===== src/rtl/pwm_chan_pkg.sv =====
package pwm_chan_pkg;
  localparam int REG_AW = 2;

  typedef enum logic [REG_AW-1:0] {
    REG_PERIOD = 2'd0,
    REG_WIDTH  = 2'd1,
    REG_COUNT  = 2'd2,
    REG_CTRL   = 2'd3
  } reg_idx_e;

  // control register bit positions
  localparam int CB_EN      = 0;
  localparam int CB_POL     = 1;
  localparam int CB_DRV     = 2;
  localparam int CB_DIV_LO  = 4;
  localparam int CB_FLAG    = 8;
  localparam int CB_PIN     = 9;
endpackage


===== src/rtl/pwm_regbank.sv =====
module pwm_regbank
  import pwm_chan_pkg::*;
#(
  parameter int DW     = 16,
  parameter int DIV_SW = 3
) (
  input  logic              clk,
  input  logic              rst_n,
  input  logic              bus_wr,
  input  logic              bus_wide,
  input  logic [REG_AW-1:0] bus_addr,
  input  logic [2*DW/8-1:0] bus_be,
  input  logic [2*DW-1:0]   bus_wdata,
  input  logic [DW-1:0]     cnt_cur,
  input  logic              flag_set,
  output logic [DW-1:0]     per_prim,
  output logic [DW-1:0]     wid_prim,
  output logic [DW-1:0]     ctrl_img,
  output logic              ctrl_en,
  output logic              ctrl_pol,
  output logic              ctrl_drv,
  output logic [DIV_SW-1:0] ctrl_div,
  output logic              flag,
  output logic              ctrl_wr,
  output logic              pair_wr,
  output logic              cnt_wr,
  output logic [DW-1:0]     cnt_wdata
);
  localparam int BE_W  = DW / 8;
  localparam int NREG  = 1 << REG_AW;

  function automatic logic [DW-1:0] merge_bytes(input logic [DW-1:0] cur,
                                                input logic [DW-1:0] nw,
                                                input logic [BE_W-1:0] be);
    logic [DW-1:0] r;
    r = cur;
    for (int b = 0; b < BE_W; b++)
      if (be[b]) r[b*8 +: 8] = nw[b*8 +: 8];
    return r;
  endfunction

  logic [NREG-1:0] hit;
  logic [DW-1:0]   wd [NREG];
  logic [BE_W-1:0] wb [NREG];
  logic [DW-1:0]   lo_d, hi_d;
  logic [BE_W-1:0] lo_b, hi_b;

  assign lo_d = bus_wdata[DW-1:0];
  assign hi_d = bus_wdata[2*DW-1:DW];
  assign lo_b = bus_be[BE_W-1:0];
  assign hi_b = bus_be[2*BE_W-1:BE_W];

  // route each half of an access to its register
  always_comb begin
    for (int i = 0; i < NREG; i++) begin
      hit[i] = 1'b0;
      wd[i]  = lo_d;
      wb[i]  = lo_b;
      if (bus_wr) begin
        if (!bus_wide) begin
          if (bus_addr == REG_AW'(i)) hit[i] = 1'b1;
        end else if (!bus_addr[0]) begin
          if (bus_addr == REG_AW'(i)) begin
            hit[i] = 1'b1;
            wd[i]  = hi_d;
            wb[i]  = hi_b;
          end else if ({bus_addr[REG_AW-1:1], 1'b1} == REG_AW'(i)) begin
            hit[i] = 1'b1;
          end
        end
      end
    end
  end

  logic [DW-1:0] ctrl_new;

  always_comb begin
    ctrl_img = '0;
    ctrl_img[CB_EN]  = ctrl_en;
    ctrl_img[CB_POL] = ctrl_pol;
    ctrl_img[CB_DRV] = ctrl_drv;
    ctrl_img[CB_DIV_LO +: DIV_SW] = ctrl_div;
    ctrl_img[CB_FLAG] = flag;
  end

  assign ctrl_new  = merge_bytes(ctrl_img, wd[REG_CTRL], wb[REG_CTRL]);
  assign cnt_wdata = merge_bytes(cnt_cur, wd[REG_COUNT], wb[REG_COUNT]);
  assign cnt_wr    = hit[REG_COUNT];
  assign ctrl_wr   = hit[REG_CTRL];
  assign pair_wr   = bus_wr && bus_wide && (bus_addr == REG_PERIOD);

  // primaries have no reset: software initialises them
  always_ff @(posedge clk) begin
    if (hit[REG_COUNT])
      per_prim <= cnt_wdata;
    else if (hit[REG_PERIOD])
      per_prim <= merge_bytes(per_prim, wd[REG_PERIOD], wb[REG_PERIOD]);
    if (hit[REG_WIDTH])
      wid_prim <= merge_bytes(wid_prim, wd[REG_WIDTH], wb[REG_WIDTH]);
  end

  always_ff @(posedge clk or negedge rst_n) begin
    if (!rst_n) begin
      ctrl_en  <= 1'b0;
      ctrl_pol <= 1'b0;
      ctrl_drv <= 1'b0;
      ctrl_div <= '0;
    end else if (ctrl_wr) begin
      ctrl_en  <= ctrl_new[CB_EN];
      ctrl_pol <= ctrl_new[CB_POL];
      ctrl_drv <= ctrl_new[CB_DRV];
      ctrl_div <= ctrl_new[CB_DIV_LO +: DIV_SW];
    end
  end

  // a period end outranks a clearing write
  always_ff @(posedge clk or negedge rst_n) begin
    if (!rst_n)                          flag <= 1'b0;
    else if (flag_set)                   flag <= 1'b1;
    else if (ctrl_wr && !ctrl_new[CB_FLAG]) flag <= 1'b0;
  end
endmodule


===== src/rtl/pwm_prescaler.sv =====
module pwm_prescaler #(
  parameter int DIV_SW = 3
) (
  input  logic              clk,
  input  logic              rst_n,
  input  logic              run,
  input  logic              restart,
  input  logic [DIV_SW-1:0] div_sel,
  output logic              tick
);
  localparam int DIV_W = (1 << DIV_SW) - 1;

  logic [DIV_W-1:0] div_q;
  logic [DIV_W-1:0] mask;

  assign mask = DIV_W'((32'd1 << div_sel) - 32'd1);
  assign tick = run && ((div_q & mask) == mask);

  always_ff @(posedge clk or negedge rst_n) begin
    if (!rst_n)       div_q <= '0;
    else if (restart) div_q <= '0;
    else if (run)     div_q <= div_q + 1'b1;
  end
endmodule


===== src/rtl/pwm_core.sv =====
module pwm_core #(
  parameter int DW = 16
) (
  input  logic          clk,
  input  logic          run,
  input  logic          tick,
  input  logic [DW-1:0] per_prim,
  input  logic [DW-1:0] wid_prim,
  input  logic          pair_wr,
  input  logic          cnt_wr,
  input  logic [DW-1:0] cnt_wdata,
  output logic [DW-1:0] cnt_q,
  output logic          active,
  output logic          period_end
);
  localparam int CW = DW + 1;

  logic [DW-1:0] per_buf, wid_buf;
  logic          last;

  assign last       = (CW'(cnt_q) + CW'(1)) >= CW'(per_buf);
  assign period_end = run && tick && last;
  assign active     = cnt_q < wid_buf;

  always_ff @(posedge clk) begin
    if (cnt_wr)                cnt_q <= cnt_wdata;
    else if (run && tick)      cnt_q <= last ? '0 : cnt_q + 1'b1;
  end

  // buffers follow primaries while idle; refresh at boundary unless a pair write collides
  always_ff @(posedge clk) begin
    if (!run) begin
      per_buf <= per_prim;
      wid_buf <= wid_prim;
    end else if (period_end && !pair_wr) begin
      per_buf <= per_prim;
      wid_buf <= wid_prim;
    end
  end
endmodule


===== src/rtl/pwm_coherent_chan.sv =====
module pwm_coherent_chan
  import pwm_chan_pkg::*;
#(
  parameter int DATA_W = 16,
  parameter int DIV_SW = 3
) (
  input  logic                  clk,
  input  logic                  rst_n,
  input  logic                  bus_wr,
  input  logic                  bus_wide,
  input  logic [1:0]            bus_addr,
  input  logic [2*DATA_W/8-1:0] bus_be,
  input  logic [2*DATA_W-1:0]   bus_wdata,
  output logic [DATA_W-1:0]     bus_rdata,
  input  logic                  pin_in,
  output logic                  pin_out,
  output logic                  pin_oe,
  output logic                  req
);
  logic [DATA_W-1:0] per_prim, wid_prim, ctrl_img, cnt_q, cnt_wdata;
  logic              ctrl_en, ctrl_pol, ctrl_drv, flag;
  logic [DIV_SW-1:0] ctrl_div;
  logic              ctrl_wr, pair_wr, cnt_wr, tick, active;

  pwm_regbank #(.DW(DATA_W), .DIV_SW(DIV_SW)) u_regs (
    .clk(clk), .rst_n(rst_n),
    .bus_wr(bus_wr), .bus_wide(bus_wide), .bus_addr(bus_addr),
    .bus_be(bus_be), .bus_wdata(bus_wdata),
    .cnt_cur(cnt_q), .flag_set(req),
    .per_prim(per_prim), .wid_prim(wid_prim), .ctrl_img(ctrl_img),
    .ctrl_en(ctrl_en), .ctrl_pol(ctrl_pol), .ctrl_drv(ctrl_drv),
    .ctrl_div(ctrl_div), .flag(flag),
    .ctrl_wr(ctrl_wr), .pair_wr(pair_wr),
    .cnt_wr(cnt_wr), .cnt_wdata(cnt_wdata)
  );

  pwm_prescaler #(.DIV_SW(DIV_SW)) u_div (
    .clk(clk), .rst_n(rst_n), .run(ctrl_en), .restart(ctrl_wr),
    .div_sel(ctrl_div), .tick(tick)
  );

  pwm_core #(.DW(DATA_W)) u_core (
    .clk(clk), .run(ctrl_en), .tick(tick),
    .per_prim(per_prim), .wid_prim(wid_prim),
    .pair_wr(pair_wr), .cnt_wr(cnt_wr), .cnt_wdata(cnt_wdata),
    .cnt_q(cnt_q), .active(active), .period_end(req)
  );

  // pin: waveform when on, plain I/O when off
  assign pin_oe  = ctrl_en | ctrl_drv;
  assign pin_out = ctrl_en ? (active ? ctrl_pol : ~ctrl_pol) : ctrl_pol;

  always_comb begin
    unique case (reg_idx_e'(bus_addr))
      REG_PERIOD: bus_rdata = per_prim;
      REG_WIDTH:  bus_rdata = wid_prim;
      REG_COUNT:  bus_rdata = cnt_q;
      default: begin
        bus_rdata = ctrl_img;
        bus_rdata[CB_PIN] = pin_in;
      end
    endcase
  end
endmodule


===== config.mk =====
export PLATFORM = sky130hd
export DESIGN_NAME = pwm_coherent_chan
export DESIGN_NICKNAME = d
export VERILOG_FILES = /design/src/rtl/pwm_chan_pkg.sv /design/src/rtl/pwm_regbank.sv /design/src/rtl/pwm_prescaler.sv /design/src/rtl/pwm_core.sv /design/src/rtl/pwm_coherent_chan.sv
export SDC_FILE = /design/constraint.sdc
export NUM_CORES = 1
export LEC_CHECK = 0
export BUFFER_PORTS_ARGS = -buffer_cell sky130_fd_sc_hd__buf_4
export CAP_MARGIN = 20
export CELL_PAD_IN_SITES_DETAIL_PLACEMENT = 1
export CELL_PAD_IN_SITES_GLOBAL_PLACEMENT = 1
export CORE_ASPECT_RATIO = 0.6
export CORE_UTILIZATION = 40
export DETAILED_ROUTE_END_ITERATION = 6
export PLACE_DENSITY_LB_ADDON = 0.1
export SLEW_MARGIN = 20
export SYNTH_ARGS = -nofsm -noshare
export SYNTH_HDL_FRONTEND = slang
export SYNTH_SLANG_ARGS = --single-unit

===== constraint.sdc =====
create_clock -name clk -period 8.9 [get_ports clk]
set_input_delay 0.89 -clock clk [delete_from_list [all_inputs] [get_ports clk]]
set_output_delay 0.89 -clock clk [all_outputs]
set_load 0.005 [all_outputs]

==> summary.txt <==
=================================================================================
Total Nets Final ...................................................          594
Fmax ...............................................................      229 MHz
Start of the worst register-to-register path ....................... u_core.cnt_q[2]
Horizontal die dimension ...........................................       152 µm
Inserted Diodes ....................................................            0
Final routed wirelength across all metal layers ....................     16700 µm
IR Drop Worst-Case VDD .............................................      93.2 µV
Dominant cells by area after synthesis ............................. sky130_fd_sc_hd__edfxtp_1, sky130_fd_sc_hd__ha_1, sky130_fd_sc_hd__dfrtp_1, sky130_fd_sc_hd__mux2i_1, sky130_fd_sc_hd__mux4_2
First-pass DRT Iterations ..........................................            5
CORE AREA ..........................................................    13100 µm²
Start point of the critical path ................................... u_core.cnt_q[2]
Post-route clock skew ..............................................   0.00656 ns
HPWL after detailed placement ......................................     12700 µm
Largest net degree at the start of global routing ..................           39
Count of unresolved DRC violations after routing ...................            0
Prevailing post-synth register cell ................................ sky130_fd_sc_hd__edfxtp_1
TritonCTS clock tree ...............................................        built
Post-Synthesis Mean Instance Area ..................................     11.3 µm²
Tightest Pin Transition ............................................      1.09 ns
CTS H-tree lvls ....................................................            3
Post-route fraction of the period consumed by the critical path ....        49.1%
Status ............................................................. finished clean
Maximum clock path buffer count ....................................            2
Post-cts resize count ..............................................            0
YS warnings ........................................................            0
RSZ-0062 raised after global routing ...............................        false
Sum of overflow across all layers after global routing .............            0
Worst endpoint data arrival time ...................................      3.48 ns
Synthesized area ...................................................     5430 µm²
Cell count after synthesis .........................................          479
Relative slew margins ..............................................        27.1%
Number of antenna violations at the first check in global routing ..            0
Netlist cell types .................................................           54
Crit Path Category ................................................. flip-flop to primary output
Net count of the mapped netlist ....................................          555
Number of register bits inferred by synthesis ......................           94
Fraction of synthesis flops using an asynchronous set or reset pin .        14.9%
Overall power of the completed layout ..............................      1390 µW
Final Hold Vio Count ...............................................            0
Nature of the critical path endpoint ............................... primary output
Io pins ............................................................           62
Required @ worst endpoint ..........................................      8.01 ns
Worst skew pair latency ............................................      0.34 ns
Most instantiated library cell after synthesis ..................... sky130_fd_sc_hd__edfxtp_1
First-pass GRT wire length .........................................     25800 µm
Routed length per instance .........................................      24.0 µm
Drt initial violations .............................................          345
Initial Utilization ................................................        41.6%
Number of enable-type register cells in the synthesized netlist ....           80
Startpoint Class ...................................................    flip-flop
Vias after detailed routing ........................................         4066
Clock tree root driver cell ........................................ sky130_fd_sc_hd__clkbuf_16
Max-cap violations .................................................            0
Final setup violation count ........................................            0
HP Class ........................................................... primary input to asynchronous set/reset pin
GRT Resource Usage Total ...........................................        25.2%
Number of max-slew violations in the final report ..................            0
Port buffer count ..................................................           61
Worst Hold Margin ..................................................     0.394 ns
Area fraction of the dominant cell type after synthesis ............        44.2%
Setup total negative slack .........................................         0 ns
Number of clock sinks ..............................................           94
Count of hold buffers inserted by post-cts repair ..................            0
Final GP Congestion ................................................        0.869
Number of core rows ................................................           32
Crit-path max FO ...................................................            7
Clock slew seen by the registers of the worst setup and hold paths .      0.06 ns
Proportion of layout cells with a drive suffix above 1 .............        21.0%
Area of the die ....................................................    14100 µm²
TritonCTS buffer count .............................................            9
DIE HEIGHT .........................................................      92.3 µm
Top cell types by occurrence after synthesis ....................... sky130_fd_sc_hd__edfxtp_1, sky130_fd_sc_hd__nor2_1, sky130_fd_sc_hd__inv_1
Area Growth Syn to Fin .............................................        15.4%
PD cells ...........................................................   222 nW/µm²
Setup Buffers After CTS ............................................            0
Number of global-route vias before repair ..........................         4281
Part of the Yosys area used for sequential elements ................        50.7%
ANT nets after route ...............................................            0
Vias per cell ......................................................         5.87
Tmin final .........................................................      4.37 ns
Largest area contributor in the netlist ............................ sky130_fd_sc_hd__edfxtp_1
Leak Pwr ...........................................................   0.00250 µW
=================================================================================
## sequential cells by signal, indices dropped and copies added, names as in the netlist
register,cells
u_core.cnt_q,16
u_regs.ctrl_drv,1
u_regs.per_prim,16
u_regs.ctrl_pol,1
u_core.per_buf,16
u_div.div_q,7
u_regs.wid_prim,16
u_core.wid_buf,16
u_regs.flag,1
u_regs.ctrl_div,3
u_regs.ctrl_en,1
## cells in the final DEF (no fill, tap or decap), types with 6 or more instances in the layout
master                      count
sky130_fd_sc_hd__inv_1         35
sky130_fd_sc_hd__ha_1          33
sky130_fd_sc_hd__o21ai_0       23
sky130_fd_sc_hd__mux2_2         6
sky130_fd_sc_hd__o22ai_1       16
sky130_fd_sc_hd__mux4_2         8
sky130_fd_sc_hd__dfrtp_1       14
sky130_fd_sc_hd__clkbuf_16      9
sky130_fd_sc_hd__nand4_1       10
sky130_fd_sc_hd__buf_4         65
sky130_fd_sc_hd__xor2_1        10
sky130_fd_sc_hd__nand3_1       10
sky130_fd_sc_hd__edfxtp_1      80
sky130_fd_sc_hd__mux2i_1       25
sky130_fd_sc_hd__a21oi_1       16
sky130_fd_sc_hd__xnor2_1       10
sky130_fd_sc_hd__nand2_1       31
sky130_fd_sc_hd__nor2_1        41
sky130_fd_sc_hd__o221ai_1      17
## power breakdown
part           leakage (µW)  total (µW)  switching [µW]  internal, µW
sequential         0.000941         638            71.4           567
combinational       0.00142         370             211           160
clock              0.000140         385             161           224
total               0.00250        1390             443           951
## cell families (layout without fill, tap and decap cells)
logic type	count (synthesis)	after routing	share of synthesized area, %
buf+inv	72	116	5.69
flops	94	94	50.7
mux	39	39	9.17
simple gates	121	121	11.2
compound gates	100	100	12.4
xor+xnor	20	20	3.22
fa+ha+maj	33	33	7.60
## final timing paths
kind	end	slack [ns]	depth (start not counted)
worst min register to register	u_core.per_buf[7]	0.45	0
min in group clk	u_core.per_buf[7]	0.45	0
max in group asynchronous	u_regs.ctrl_en	8.32	1
worst max register to register	u_core.per_buf[13]	4.98	13
worst min-delay path	u_div.div_q[0]	0.39	1
worst max-delay path	req	4.53	14
## layout make-up
class	instances	area, µm²
Inverter	35	131
Sequential cell	94	2750
Fill cell	1402	6780
Clock buffer	12	246
Tap cell	170	213
Clock inverter	4	46.3
Multi-Input combinational cell	313	2390
Timing Repair Buffer	65	488
## critical path, stage by stage, from the launching register on
cell	delay, ns
sky130_fd_sc_hd__edfxtp_1	0.51
sky130_fd_sc_hd__nand3_1	0.22
sky130_fd_sc_hd__nor2_1	0.27
sky130_fd_sc_hd__nand3_1	0.19
sky130_fd_sc_hd__nor2_1	0.25
sky130_fd_sc_hd__xor2_1	0.23
sky130_fd_sc_hd__ha_1	0.29
sky130_fd_sc_hd__nand4_1	0.11
sky130_fd_sc_hd__nor2_1	0.07
sky130_fd_sc_hd__o211ai_1	0.14
sky130_fd_sc_hd__nand2_1	0.10
sky130_fd_sc_hd__nor4_1	0.38
sky130_fd_sc_hd__buf_4	0.20
sky130_fd_sc_hd__nor2_1	0.06
sky130_fd_sc_hd__buf_4	0.14
## layer usage
metal / track usage, % / routed length, µm
met5: 0 / 0
met4: 5.81 / 174
met3: 5.81 / 1070
met2: 33.4 / 6350
met1: 40.3 / 9060
## through the flow
step           setup WS (ns)  utilization (%)  std cells  instance area (µm²)
5_1_grt                 4.24             48.0        693                 6270
2_1_floorplan           3.78                -        479                 5430
6_report                4.53             48.0        693                 6270
4_1_cts                 4.52             48.0        693                 6270
3_5_place_dp            4.92             45.8        677                 5970
3_3_place_gp            4.94             45.8        677                 5970
Power figures use the tool's default switching activity.
